===== config.mk =====
export PLATFORM = sky130hd
export DESIGN_NAME = cs_dma
export DESIGN_NICKNAME = d
export VERILOG_FILES = /design/src/rtl/cs_dma_pkg.sv /design/src/rtl/cs_dma_regs.sv /design/src/rtl/cs_dma_engine.sv /design/src/rtl/cs_dma.sv
export SDC_FILE = /design/constraint.sdc
export NUM_CORES = 1
export LEC_CHECK = 0
export BUFFER_PORTS_ARGS = -buffer_cell sky130_fd_sc_hd__buf_2
export CAP_MARGIN = 5
export CORE_ASPECT_RATIO = 0.5
export CORE_MARGIN = 5
export CORE_UTILIZATION = 47
export CTS_BUF_LIST = sky130_fd_sc_hd__clkbuf_8
export DETAILED_ROUTE_END_ITERATION = 7
export PLACE_DENSITY = 0.74
export SLEW_MARGIN = 5
export SYNTH_ARGS = -nofsm -noshare
export SYNTH_HDL_FRONTEND = slang
export SYNTH_SLANG_ARGS = --single-unit

===== constraint.sdc =====
create_clock -name clk_i -period 1.87 [get_ports clk_i]
set_input_delay 0.187 -clock clk_i [delete_from_list [all_inputs] [get_ports clk_i]]
set_output_delay 0.187 -clock clk_i [all_outputs]
set_load 0.02 [all_outputs]

===== src/rtl/cs_dma_pkg.sv =====
package cs_dma_pkg;
  typedef enum logic [2:0] {
    ST_IDLE, ST_WAIT, ST_REQ_A, ST_ACC_A, ST_GAP, ST_REQ_B, ST_ACC_B
  } dma_state_e;

  localparam logic [1:0] REG_CTRL = 2'd0;
  localparam logic [1:0] REG_DEV  = 2'd1;
  localparam logic [1:0] REG_MEM  = 2'd2;
  localparam logic [1:0] REG_CNT  = 2'd3;

  localparam int CTRL_GO  = 0;
  localparam int CTRL_DIR = 1;
  localparam int CTRL_CLR = 2;
endpackage


===== src/rtl/cs_dma_regs.sv =====
module cs_dma_regs
  import cs_dma_pkg::*;
#(
  parameter int AW = 16,
  parameter int CW = 16,
  parameter int DW = 32
) (
  input  logic          clk_i,
  input  logic          rst_ni,
  input  logic          cfg_we_i,
  input  logic [1:0]    cfg_addr_i,
  input  logic [DW-1:0] cfg_wdata_i,
  input  logic          busy_i,
  input  logic          done_set_i,
  output logic          start_o,
  output logic          dir_o,
  output logic [AW-1:0] dev_addr_o,
  output logic [AW-1:0] mem_addr_o,
  output logic [CW-1:0] count_o,
  output logic          irq_o
);
  logic open_wr, ctrl_wr, clr_wr;
  logic done_q;
  logic unused_wdata;

  assign open_wr = cfg_we_i && !busy_i;
  assign ctrl_wr = open_wr && (cfg_addr_i == REG_CTRL);
  assign start_o = ctrl_wr && cfg_wdata_i[CTRL_GO];
  // clear is honoured even while busy
  assign clr_wr  = cfg_we_i && (cfg_addr_i == REG_CTRL) && cfg_wdata_i[CTRL_CLR];
  assign unused_wdata = ^cfg_wdata_i;

  always_ff @(posedge clk_i or negedge rst_ni) begin
    if (!rst_ni) begin
      dir_o      <= 1'b0;
      dev_addr_o <= '0;
      mem_addr_o <= '0;
      count_o    <= '0;
    end else if (open_wr) begin
      unique case (cfg_addr_i)
        REG_CTRL: dir_o      <= cfg_wdata_i[CTRL_DIR];
        REG_DEV:  dev_addr_o <= cfg_wdata_i[AW-1:0];
        REG_MEM:  mem_addr_o <= cfg_wdata_i[AW-1:0];
        REG_CNT:  count_o    <= cfg_wdata_i[CW-1:0];
        default:  ;
      endcase
    end
  end

  // completion beats a same-cycle clear
  always_ff @(posedge clk_i or negedge rst_ni) begin
    if (!rst_ni)         done_q <= 1'b0;
    else if (done_set_i) done_q <= 1'b1;
    else if (clr_wr)     done_q <= 1'b0;
  end

  assign irq_o = done_q;
endmodule


===== src/rtl/cs_dma_engine.sv =====
module cs_dma_engine
  import cs_dma_pkg::*;
#(
  parameter int AW = 16,
  parameter int CW = 16,
  parameter int DW = 32
) (
  input  logic          clk_i,
  input  logic          rst_ni,
  input  logic          start_i,
  input  logic          dir_i,
  input  logic [AW-1:0] dev_addr_i,
  input  logic [AW-1:0] mem_base_i,
  input  logic [CW-1:0] count_i,
  input  logic          dev_rdy_i,
  input  logic          gnt_i,
  input  logic          ack_i,
  input  logic [DW-1:0] rdata_i,
  output logic          busy_o,
  output logic          done_set_o,
  output logic          req_o,
  output logic          rd_o,
  output logic          wr_o,
  output logic          dev_sel_o,
  output logic [AW-1:0] addr_o,
  output logic [DW-1:0] wdata_o
);
  dma_state_e    state_q, state_d;
  logic [AW-1:0] mem_q;
  logic [CW-1:0] cnt_q;
  logic [DW-1:0] data_q;
  logic          phase_b, use_dev, last_word;

  assign phase_b   = (state_q == ST_REQ_B) || (state_q == ST_ACC_B);
  assign use_dev   = phase_b ? dir_i : !dir_i;
  assign last_word = (cnt_q == CW'(1));

  assign req_o     = (state_q == ST_REQ_A) || (state_q == ST_ACC_A) || phase_b;
  assign rd_o      = (state_q == ST_ACC_A);
  assign wr_o      = (state_q == ST_ACC_B);
  assign dev_sel_o = req_o && use_dev;
  assign addr_o    = use_dev ? dev_addr_i : mem_q;
  assign wdata_o   = data_q;
  assign busy_o    = (state_q != ST_IDLE);

  assign done_set_o = ((state_q == ST_IDLE) && start_i && (count_i == '0)) ||
                      ((state_q == ST_ACC_B) && ack_i && last_word);

  always_comb begin
    state_d = state_q;
    unique case (state_q)
      ST_IDLE:  if (start_i && (count_i != '0)) state_d = ST_WAIT;
      ST_WAIT:  if (dev_rdy_i) state_d = ST_REQ_A;
      ST_REQ_A: if (gnt_i) state_d = ST_ACC_A;
      ST_ACC_A: if (ack_i) state_d = ST_GAP;
      ST_GAP:   state_d = ST_REQ_B;  // bus handed back for one cycle
      ST_REQ_B: if (gnt_i) state_d = ST_ACC_B;
      ST_ACC_B: if (ack_i) state_d = last_word ? ST_IDLE : ST_WAIT;
      default:  state_d = ST_IDLE;
    endcase
  end

  always_ff @(posedge clk_i or negedge rst_ni) begin
    if (!rst_ni) begin
      state_q <= ST_IDLE;
      mem_q   <= '0;
      cnt_q   <= '0;
      data_q  <= '0;
    end else begin
      state_q <= state_d;
      if ((state_q == ST_IDLE) && start_i) begin
        mem_q <= mem_base_i;
        cnt_q <= count_i;
      end
      if ((state_q == ST_ACC_A) && ack_i) data_q <= rdata_i;
      if ((state_q == ST_ACC_B) && ack_i) begin
        mem_q <= mem_q + AW'(1);
        cnt_q <= cnt_q - CW'(1);
      end
    end
  end
endmodule


===== src/rtl/cs_dma.sv =====
module cs_dma
  import cs_dma_pkg::*;
#(
  parameter int AW = 16,
  parameter int CW = 16,
  parameter int DW = 32
) (
  input  logic          clk_i,
  input  logic          rst_ni,
  input  logic          cfg_we_i,
  input  logic [1:0]    cfg_addr_i,
  input  logic [DW-1:0] cfg_wdata_i,
  input  logic          dev_rdy_i,
  output logic          bus_req_o,
  input  logic          bus_gnt_i,
  output logic [AW-1:0] bus_addr_o,
  output logic          bus_dev_o,
  output logic          bus_rd_o,
  output logic          bus_wr_o,
  output logic [DW-1:0] bus_wdata_o,
  input  logic [DW-1:0] bus_rdata_i,
  input  logic          bus_ack_i,
  output logic          busy_o,
  output logic          irq_o
);
  logic          start, dir, done_set;
  logic [AW-1:0] dev_addr, mem_base;
  logic [CW-1:0] count;

  cs_dma_regs #(.AW(AW), .CW(CW), .DW(DW)) regs_i (
    .clk_i      (clk_i),
    .rst_ni     (rst_ni),
    .cfg_we_i   (cfg_we_i),
    .cfg_addr_i (cfg_addr_i),
    .cfg_wdata_i(cfg_wdata_i),
    .busy_i     (busy_o),
    .done_set_i (done_set),
    .start_o    (start),
    .dir_o      (dir),
    .dev_addr_o (dev_addr),
    .mem_addr_o (mem_base),
    .count_o    (count),
    .irq_o      (irq_o)
  );

  cs_dma_engine #(.AW(AW), .CW(CW), .DW(DW)) engine_i (
    .clk_i      (clk_i),
    .rst_ni     (rst_ni),
    .start_i    (start),
    .dir_i      (dir),
    .dev_addr_i (dev_addr),
    .mem_base_i (mem_base),
    .count_i    (count),
    .dev_rdy_i  (dev_rdy_i),
    .gnt_i      (bus_gnt_i),
    .ack_i      (bus_ack_i),
    .rdata_i    (bus_rdata_i),
    .busy_o     (busy_o),
    .done_set_o (done_set),
    .req_o      (bus_req_o),
    .rd_o       (bus_rd_o),
    .wr_o       (bus_wr_o),
    .dev_sel_o  (bus_dev_o),
    .addr_o     (bus_addr_o),
    .wdata_o    (bus_wdata_o)
  );
endmodule


==> metrics.txt, run 1 <==
synthesized area=5454 um2; final net count=724; Final Slew Violations=0; global-route wire length before repair=24.09 mm; maximum fanout along the worst path=9; Seq cells post-synth=117; r2r setup slk=-0.08 ns; max-cap violations=0; DR pass1 iterations=7; Power, Total=13.01 mW; fin area=7694 um2; routed via count=4605; prevailing post-synth register cell=dfrtp_1; pre-CTS setup slack=-0.07486 ns; Fin. Hold Viols=0; Max Fclk=454.2 MHz; DRC Markers=0; critical path type=register to output pin; WP data required=1.68 ns; synth-to-layout area growth=41.06%; largest family of logic cells by synthesized area=multiplexers; Num CTS Buffers=17; layout cell share with drive strength beyond 1=48.94%; Yosys warning count=0; Startpoint Class=register; n_diodes=0; Cell Area, Placed=6464 um2; syn avg cell area=11.96 um2; VDD IR max=1131 uV; num rows=27; Switching Share=37.66%; Static Leak=3.581 nW; core box area=11180 um2; final setup violation count=56; die height=86.17 um; PortBufs=109; CP endpoint kind=output pin; Clock Power Share=20.9%; overall die width=162.3 um; setup TNS=-6.282 ns; XOR/XNOR Fraction of Synth Area=0.8029%; die area=13990 um2; post-synthesis mux area share=20.42%; Synth Area in Compound Gates=9.016%; Gate power share=43.3%; largest net degree at the start of global routing=56; critical path arrival=2.01 ns; async set or reset register ratio after synthesis=100.0%; CTS max path bufs=2; Final Wtd Congestion=0.8190; adder-cell share of the synthesized area=0.8718%; H-tree Lvls=4; Post-Syn Nets=531; via-per-instance ratio=5.609; HP Class=primary input to register; Post-synth EDFFs=0; drt total wl=15.97 mm; Psw=4.899 mW; failing checks=negative setup slack; number of DRC markers in iteration 0=357; vias in the first global route=4745; clock sinks=117; Post-Syn Instances=456; Slew headroom=63.83%; root buffer cell=clkbuf_8; CTS tree=done; worst setup margin=-0.3319 ns; skew final=0.01241 ns; Pwr per Cell Area=1691 nW/um2; worst-margin pin slew=0.5376 ns; simple-gate share of the synthesized area=12.39%; sequential share of the synthesized area=53.68%; RSZ-0062 raised after global routing=true; initial antenna violation count=0; Period Utilization, post-route=117.7%; Clock transition at path regs=0.07 ns; most common cell after layout, fill and taps aside=dfrtp_1; GRT overflow=0; Unique masters post-synth=53; antenna-violating nets left=0; most frequent cells in the layout=dfrtp_1 (116), buf_2 (100), mux2_2 (94); wire length per cell=19.45 um; Initial Util=48.77%; Int Power=8.111 mW; DP HPWL=9.944 mm; power share of the sequential group=35.9%; Ports=126; GRT Overall Usage=21.85%; status=finished with violations; clock latency on the worst-skew pair=0.43 ns; Tmin final=2.202 ns
==> worst paths after layout <==
kind	start	depth (start not counted)	to
hold / removal	bus_rdata_i[8]	2	engine_i.wdata_o[8]
setup / recovery	engine_i.state_q[1]	6	bus_addr_o[11]
setup reg to reg	engine_i.state_q[0]	10	engine_i.mem_q[14]
max in group asynchronous	rst_ni	3	engine_i.wdata_o[20]
min in group asynchronous	rst_ni	2	engine_i.wdata_o[28]
hold reg to reg	engine_i.wdata_o[14]	1	engine_i.wdata_o[14]
==> critical path: stages, from the launching register on <==
cell	delay (ns)
dfrtp_1	0.39
xor2_1	0.18
nand2_2	0.12
xor2_4	0.21
buf_8	0.18
mux2_2	0.34
buf_2	0.16
==> area by class of cell <==
cell class	instances	area, um2
Fill cell	750	3488
Sequential cell	117	2929
Multi-Input combinational cell	305	2544
Timing Repair Buffer	200	1526
Clock buffer	17	234.0
Clock inverter	15	231.5
Tap cell	159	198.9
Inverter	8	30.03
==> state kept, by name, indices dropped and copies added (netlist names) <==
register / flops
engine_i.cnt_q: 16
engine_i.mem_q: 16
engine_i.state_q: 3
engine_i.wdata_o: 32
regs_i.count_o: 16
regs_i.dev_addr_o: 16
regs_i.dir_o: 1
regs_i.irq_o: 1
regs_i.mem_addr_o: 16
==> metal layers <==
layer	track usage, %	vias up	part of all wire [%]	wire length (um)
met5	0	-	0	0
li1	-	2097	-	-
met4	7.675	0	1.5	242
met3	6.081	31	8.0	1274
met2	36.47	201	48	7719
met1	27.74	2276	42	6735
==> stage by stage <==
| step | utilization (%) | instances | hold slack [ns] |
|---|---|---|---|
| 4_1_cts | 65.59 | 806 | 0.0001709 |
| 6_report | 68.80 | 821 | 0.02185 |
| 2_1_floorplan | - | 456 | -0.1086 |
| 3_5_place_dp | 57.80 | 737 | 0.1300 |
| 3_3_place_gp | 57.80 | 737 | 0.1280 |
| 5_1_grt | 68.80 | 821 | 0.001597 |
==> cells by family after synthesis <==
kind of cell | after synthesis
AO/OA/AOI/OAI | 68
flip-flops | 117
buffers and inverters | 34
adder cells (fa/ha/maj) | 4
XOR/XNOR | 5
AND/OR/NAND/NOR | 129
multiplexers | 99
==> power groups by stage <==
stage / logic, mW / clock network [mW] / registers (mW)
2_1_floorplan: 2.98 / 0 / 4.86
3_3_place_gp: 4.87 / 0 / 4.58
3_5_place_dp: 5.02 / 0 / 4.65
4_1_cts: 5.40 / 2.75 / 4.61
5_1_grt: 6.02 / 2.89 / 4.82
6_report: 5.63 / 2.72 / 4.67
==> synth_stat cells (4+ instances only) <==
cell type | number | share of area (%)
inv_1 | 8 | 0.55
o22ai_1 | 4 | 0.46
mux2_2 | 98 | 20
nor3_1 | 7 | 0.64
a21oi_1 | 8 | 0.73
o211ai_1 | 5 | 0.69
nor2_1 | 22 | 1.5
nor4_1 | 14 | 1.6
dfrtp_1 | 117 | 54
clkbuf_1 | 7 | 0.48
o311ai_0 | 6 | 0.96
nand4_1 | 12 | 1.4
o21ai_0 | 11 | 1.0
buf_2 | 15 | 1.4
nand3_1 | 10 | 0.92
nand2_1 | 42 | 2.9
a31oi_1 | 4 | 0.46
a211oi_1 | 6 | 0.83
==> timing repair <==
action / CTS / global route
hold endpoints to repair: 54 / 0
setup endpoints to repair: 18 / 48
hold buffers: 32 / 0
buffers inserted: 4 / 13
pin swaps: 1 / 19
cloned: 1 / 4
resized for setup: 8 / 70
(Power assumes the default switching activity.)
==> run 2: changes to the inputs <==
--- a/config.mk
+++ b/config.mk
@@ -5,14 +5,13 @@
 export SDC_FILE = /design/constraint.sdc
 export NUM_CORES = 1
 export LEC_CHECK = 0
-export BUFFER_PORTS_ARGS = -buffer_cell sky130_fd_sc_hd__buf_2
 export CAP_MARGIN = 5
 export CORE_ASPECT_RATIO = 0.5
 export CORE_MARGIN = 5
 export CORE_UTILIZATION = 47
 export CTS_BUF_LIST = sky130_fd_sc_hd__clkbuf_8
 export DETAILED_ROUTE_END_ITERATION = 7
-export PLACE_DENSITY = 0.74
+export DONT_BUFFER_PORTS = 1
 export SLEW_MARGIN = 5
 export SYNTH_ARGS = -nofsm -noshare
 export SYNTH_HDL_FRONTEND = slang
==> run 2 against run 1 <==
- the flow finishes with violations (negative hold slack, negative setup slack)
- sequential cell count is the same
- clock-buffer cell count up 2
- wire length is 9.0% lower
- critical endpoint is now bus_addr_o[14]
- critical path depth is 1 lower
- worst setup slack improved by 0.12 ns
- hold slack worse by 0.58 ns
- clock power fell by 13%
- clock skew shrank 0.0022 ns
- register-to-register slack hardly changed
- combinational power is 18% lower
- cell count down 11%
- power shrank 6.7%
==> metrics.txt, run 2 (synthesis gave the netlist of run 1 again) <==
largest net degree at the start of global routing=118; Final Slew Violations=0; crit-path cells=xor2_1 -> nand2_2 -> xor2_4 -> buf_12 -> mux2_4; via-per-instance ratio=5.609; maximum fanout along the worst path=14; fin area=7197 um2; VDD IR max=875.6 uV; DRC Markers=0; DP HPWL=9.539 mm; final net count=636; die height=86.17 um; Cells after DPL=636; synth-to-layout area growth=31.96%; antenna-violating nets left=0; r2r setup slk=-0.08 ns; CTS tree=done; Cell Area, Placed=5963 um2; Slew headroom=70.95%; most common cell after layout, fill and taps aside=dfrtp_1; clock latency on the worst-skew pair=0.43 ns; Max Fclk=480.7 MHz; Fin. Hold Viols=117; wire length per cell=19.85 um; most frequent cells in the layout=dfrtp_1 (115), mux2_2 (82), dlygate4sd3_1 (50); Tmin final=2.080 ns; Fillers=824; slowest cell on the critical path=dfrtp_2; vias in the first global route=4265; DR pass1 iterations=4; die area=13990 um2; RSZ-0062 raised after global routing=true; Post-Layout Cell Count=732; WP data required=1.68 ns; n_diodes=0; worst-margin pin slew=0.4318 ns; Post-CTS Hold Buffers=50; initial antenna violation count=0; Static Leak=3.181 nW; CP top delay family=flip-flops; Final Wtd Congestion=0.8054; max-cap violations=0; critical path type=register to output pin; core box area=11180 um2; PortBufs=0; CP endpoint kind=output pin; Hold WS=-0.5550 ns; setup TNS=-4.126 ns; Initial Util=48.77%; critical path arrival=1.89 ns; area of the multi-input gates=2517 um2; routed via count=4106; CP Buf/Inv Count=1; skew final=0.01019 ns; Num CTS Buffers=17; overall die width=162.3 um; global-route wire length before repair=22.78 mm; final setup violation count=35; status=finished with violations; H-tree Lvls=4; CTS max path bufs=2; GRT overflow=0; pre-CTS setup slack=0.06549 ns; number of DRC markers in iteration 0=254; sequential cell area=2930 um2; Ports=126; HP Class=primary input to asynchronous set/reset pin; drt total wl=14.53 mm; max incr delay on CP=0.41 ns; Period Utilization, post-route=111.2%; Startpoint Class=register; Clock transition at path regs=0.07 ns; GRT Overall Usage=20.87%; root buffer cell=clkbuf_8; post-layout util=64.36%; worst setup margin=-0.2102 ns; Pwr per Cell Area=1687 nW/um2; max reg flops=32; num rows=27; failing checks=negative hold slack, negative setup slack; layout cell share with drive strength beyond 1=36.65%; clock sinks=117
## run 2: changes by cell type in the layout (fill, tap and decap cells not counted), sizes merged
cell | previous run | this run
buf | 165 | 60
dlygate4sd3 | 32 | 50
bufinv | 5 | 3
clkinv | 7 | 5
clkbuf | 20 | 21
clkinvlp | 1 | 2
## run 2: worst reg2reg max path: cells and delay by family, from the launching register on
family        cells  cell delay, ns
buf+inv           5            0.78
mux               1            0.28
flops             1            0.41
simple gates      2            0.38
## run 2: stage by stage
| stage | hold WS [ns] | power (mW) |
|---|---|---|
| after global placement | -0.1060 | 8.906 |
| after floorplan | -0.1086 | 7.839 |
| after global routing | -0.5885 | 12.86 |
| after detailed placement | -0.1065 | 9.098 |
| final | -0.5550 | 12.14 |
| after CTS | -0.5725 | 11.93 |
## run 2: per-layer routing
| layer | track usage, % | wire length (um) | up-vias | share of wire, % |
|---|---|---|---|---|
| li1 | - | - | 1909 | - |
| met1 | 26.93 | 6396 | 2041 | 44 |
| met2 | 32.50 | 6631 | 140 | 46 |
| met3 | 8.124 | 1333 | 16 | 9.2 |
| met4 | 7.137 | 165 | 0 | 1.1 |
| met5 | 0 | 0 | - | 0 |
## run 2: area by class of cell
type | count | share of cell area (%)
timing repair buffer | 112 | 15.58
clock buffer | 19 | 3.634
multi-input combinational | 305 | 34.98
tap | 159 | 2.764
inverter | 8 | 0.4172
sequential | 117 | 40.72
clock inverter | 12 | 1.912
## run 2: final timing paths
path                                      startpoint                   end  depth (start not counted)
max in group asynchronous                     rst_ni     regs_i.count_o[7]                          0
worst max-delay path             engine_i.state_q[1]        bus_addr_o[14]                          5
worst min-delay path                          rst_ni  engine_i.wdata_o[10]                          0
min in group clk_i                     cfg_addr_i[0]          regs_i.dir_o                          3
worst max register to register   engine_i.state_q[1]  regs_i.dev_addr_o[8]                          8
worst min register to register  regs_i.mem_addr_o[7]     engine_i.mem_q[7]                          2
## run 2: power breakdown
group	internal, mW	switching [mW]	leakage, nW	total, mW
registers	3.74	1.44	1.42	5.18
clock network	1.36	1.01	0.210	2.37
logic	2.48	2.11	1.55	4.59
total	7.58	4.56	3.18	12.1
## run 2: repair_timing
action / CTS / global route
endpoints found under the setup margin: 17 / 116
gates resized for setup: 24 / 36
cloned: 0 / 2
pin swaps: 0 / 9
endpoints found under the hold margin: 201 / 117
setup buffers: 2 / 12
==> run 3: changes to the inputs <==
--- a/config.mk
+++ b/config.mk
@@ -5,6 +5,7 @@
 export SDC_FILE = /design/constraint.sdc
 export NUM_CORES = 1
 export LEC_CHECK = 0
+export ABC_AREA = 1
 export CAP_MARGIN = 5
 export CORE_ASPECT_RATIO = 0.5
 export CORE_MARGIN = 5
==> constraint.sdc (replaced) <==
create_clock -name clk_i -period 1.87 [get_ports clk_i]
set_input_delay 0.561 -clock clk_i [delete_from_list [all_inputs] [get_ports clk_i]]
set_output_delay 0.561 -clock clk_i [all_outputs]
set_load 0.02 [all_outputs]
==> run 3 against run 2 <==
- the flow still finishes with violations (negative hold slack, negative setup slack)
- wire length up 6.6%
- final area up 0.80%
- area after synthesis up 9.3%
- die area up 8.4%
- via count up 15%
- synthesized cell count up 54%
- cell count up 26%
- power up 11%
- critical path type unchanged
- critical endpoint is now bus_addr_o[1]
- largest power group is now combinational cells
==> metrics.txt, run 3 <==
via-per-instance ratio=5.128; initial antenna violation count=0; die area=15170 um2; worst-margin pin slew=0.4207 ns; clock latency on the worst-skew pair=0.43 ns; critical path type=register to output pin; Clock transition at path regs=0.08 ns; post-layout util=57.78%; GRT overflow=0; vias in the first global route=4699; fin area=7254 um2; clock sinks=117; largest net degree at the start of global routing=118; PortBufs=0; Seq cells post-synth=117; maximum fanout along the worst path=7; number of DRC markers in iteration 0=301; Fillers=1141; Ports=126; routed via count=4733; Fin. Hold Viols=117; slowest cell on the critical path=dfrtp_1; most frequent cells in the layout=nand2_1 (168), dfrtp_1 (116), inv_1 (84); GRT Overall Usage=20.66%; Num CTS Buffers=17; Gate power share=43.4%; DR pass1 iterations=4; setup TNS=-9.206 ns; final setup violation count=20; WP data required=1.31 ns; synthesized area=5959 um2; GR Util met2=33.00%; Final Wtd Congestion=0.8185; num rows=29; wire length per cell=16.79 um; status=finished with violations; antenna-violating nets left=0; CP endpoint kind=output pin; Initial Util=47.47%; layout cell share with drive strength beyond 1=23.24%; Period Utilization, post-route=128.8%; sequential share of the synthesized area=49.13%; CTS tree=done; VDD IR max=1089 uV; Post-Syn Instances=700; critical path arrival=1.85 ns; H-tree Lvls=4; HP Class=primary input to asynchronous set/reset pin; Post-Syn Nets=775; final net count=815; drt total wl=15.49 mm; global-route wire length before repair=24.45 mm; Unique masters post-synth=35; RSZ-0062 raised after global routing=true; max reg flops=32; top post-synthesis cells by count=nand2_1 (190), dfrtp_1 (117), inv_1 (88); Cell Area, Placed=6319 um2; Slew headroom=71.85%; Psw=5.873 mW; core box area=12550 um2; max-cap violations=0; Hold WS=-0.1826 ns; Static Leak=3.349 nW; Final Slew Violations=0; GR peak layer=met2; n_diodes=0; Yosys top cell area share=49.13%; prevailing post-synth register cell=dfrtp_1; DP HPWL=10.08 mm; DRC Markers=0; most common cell after layout, fill and taps aside=nand2_1; async set or reset register ratio after synthesis=100.0%; Tmin final=2.409 ns; most numerous cell in the Yosys netlist=nand2_1; met3 usage=8.308%; top cells by area, synth=dfrtp_1 (49%), nand2_1 (12%), o21ai_0 (5.7%); CTS max path bufs=2; Max Fclk=415.1 MHz; power share of the sequential group=39.2%; Clock Power Share=17.4%; Yosys warning count=0; syn avg cell area=8.514 um2; Synth area leader=dfrtp_1; CP most frequent cell=buf_6; met1 global-route usage=26.91%; failing checks=negative hold slack, negative setup slack; root buffer cell=clkbuf_8; worst setup margin=-0.5393 ns; max incr delay on CP=0.41 ns; Post-synth EDFFs=0; Startpoint Class=register; Pwr per Cell Area=1850 nW/um2; synth-to-layout area growth=21.73%; Switching Share=43.77%; overall die width=169.2 um; die height=89.63 um; Int Power=7.546 mW; skew final=0.01417 ns; crit-path cells=buf_6 -> nor2_4 -> inv_2 -> nand2_4 -> xor2_4 -> buf_6 -> buf_12 -> nand2_2 -> o21ai_4
-- run 3: metrics by stage --
step	hold slack [ns]	total power [mW]	worst slack (ns)	cells
6_report	-0.1826	13.42	-0.5393	923
5_1_grt	-0.2323	14.37	-0.6477	923
4_1_cts	-0.2163	13.29	-0.5592	915
3_5_place_dp	0.2679	9.578	-0.09454	872
3_3_place_gp	0.2679	9.466	-0.07017	872
2_1_floorplan	0.2654	8.551	-0.1346	700
-- run 3: area by class of cell --
class                           instances  area (um2)  share of cell area (%)
Clock buffer                           17       234.0                   3.225
Timing Repair Buffer                   46       581.8                   8.020
Multi-Input combinational cell        465        2773                   38.22
Inverter                               93       366.6                   5.053
Tap cell                              170       212.7                   2.932
Sequential cell                       117        2929                   40.38
Clock inverter                         15       157.7                   2.173
-- run 3: worst max-delay path: cells and delay by family, from the launching register on --
family | cells | cell delay, ns
xor+xnor | 1 | 0.19
compound gates | 1 | 0.10
simple gates | 3 | 0.23
buf+inv | 4 | 0.47
flops | 1 | 0.41
-- run 3: repair_timing --
item                                    4_1_cts  5_1_grt
cloned                                        4        3
buffers inserted                              8        5
gates resized for setup                      54       24
pin swaps                                     7        5
endpoints found under the hold margin       117      117
endpoints found under the setup margin       20       95
-- run 3: path summary, 6_finish.rpt --
kind                                       start                     to  slack (ns)  cells past startpoint
setup / recovery             engine_i.state_q[0]          bus_addr_o[1]       -0.54                      9
hold / removal                            rst_ni   engine_i.wdata_o[11]       -0.18                      0
setup reg to reg             engine_i.state_q[1]   regs_i.mem_addr_o[6]        0.05                     11
hold reg to reg            regs_i.mem_addr_o[14]     engine_i.mem_q[14]        0.48                      2
max in group asynchronous                 rst_ni     engine_i.cnt_q[11]        1.79                      0
min in group clk_i               cfg_wdata_i[12]  regs_i.dev_addr_o[12]        0.25                      2
-- run 3: metal layers --
layer / up-vias / wire length, um
met3: 11 / 1519
met5: - / 0
met4: 0 / 157
met1: 2243 / 6767
li1: 2328 / -
met2: 151 / 7048
-- run 3: power by group through the flow --
stage | Clock [mW] | Combinational, mW | Sequential (mW)
4_1_cts | 2.38 | 5.64 | 5.27
3_5_place_dp | 0 | 4.35 | 5.23
6_report | 2.33 | 5.83 | 5.27
5_1_grt | 2.51 | 6.41 | 5.46
3_3_place_gp | 0 | 4.24 | 5.22
2_1_floorplan | 0 | 3.62 | 4.93
-- run 3: cells by family (layout without fill, tap and decap cells) --
| group | Yosys count | in the layout | synth area share, % |
|---|---|---|---|
| simple gates | 311 | 311 | 22.59 |
| compound gates | 114 | 114 | 11.38 |
| xor+xnor | 4 | 4 | 0.9029 |
| flops | 117 | 117 | 49.13 |
| buf+inv | 118 | 171 | 9.133 |
| mux | 33 | 33 | 6.235 |
| fa+ha+maj | 3 | 3 | 0.6299 |
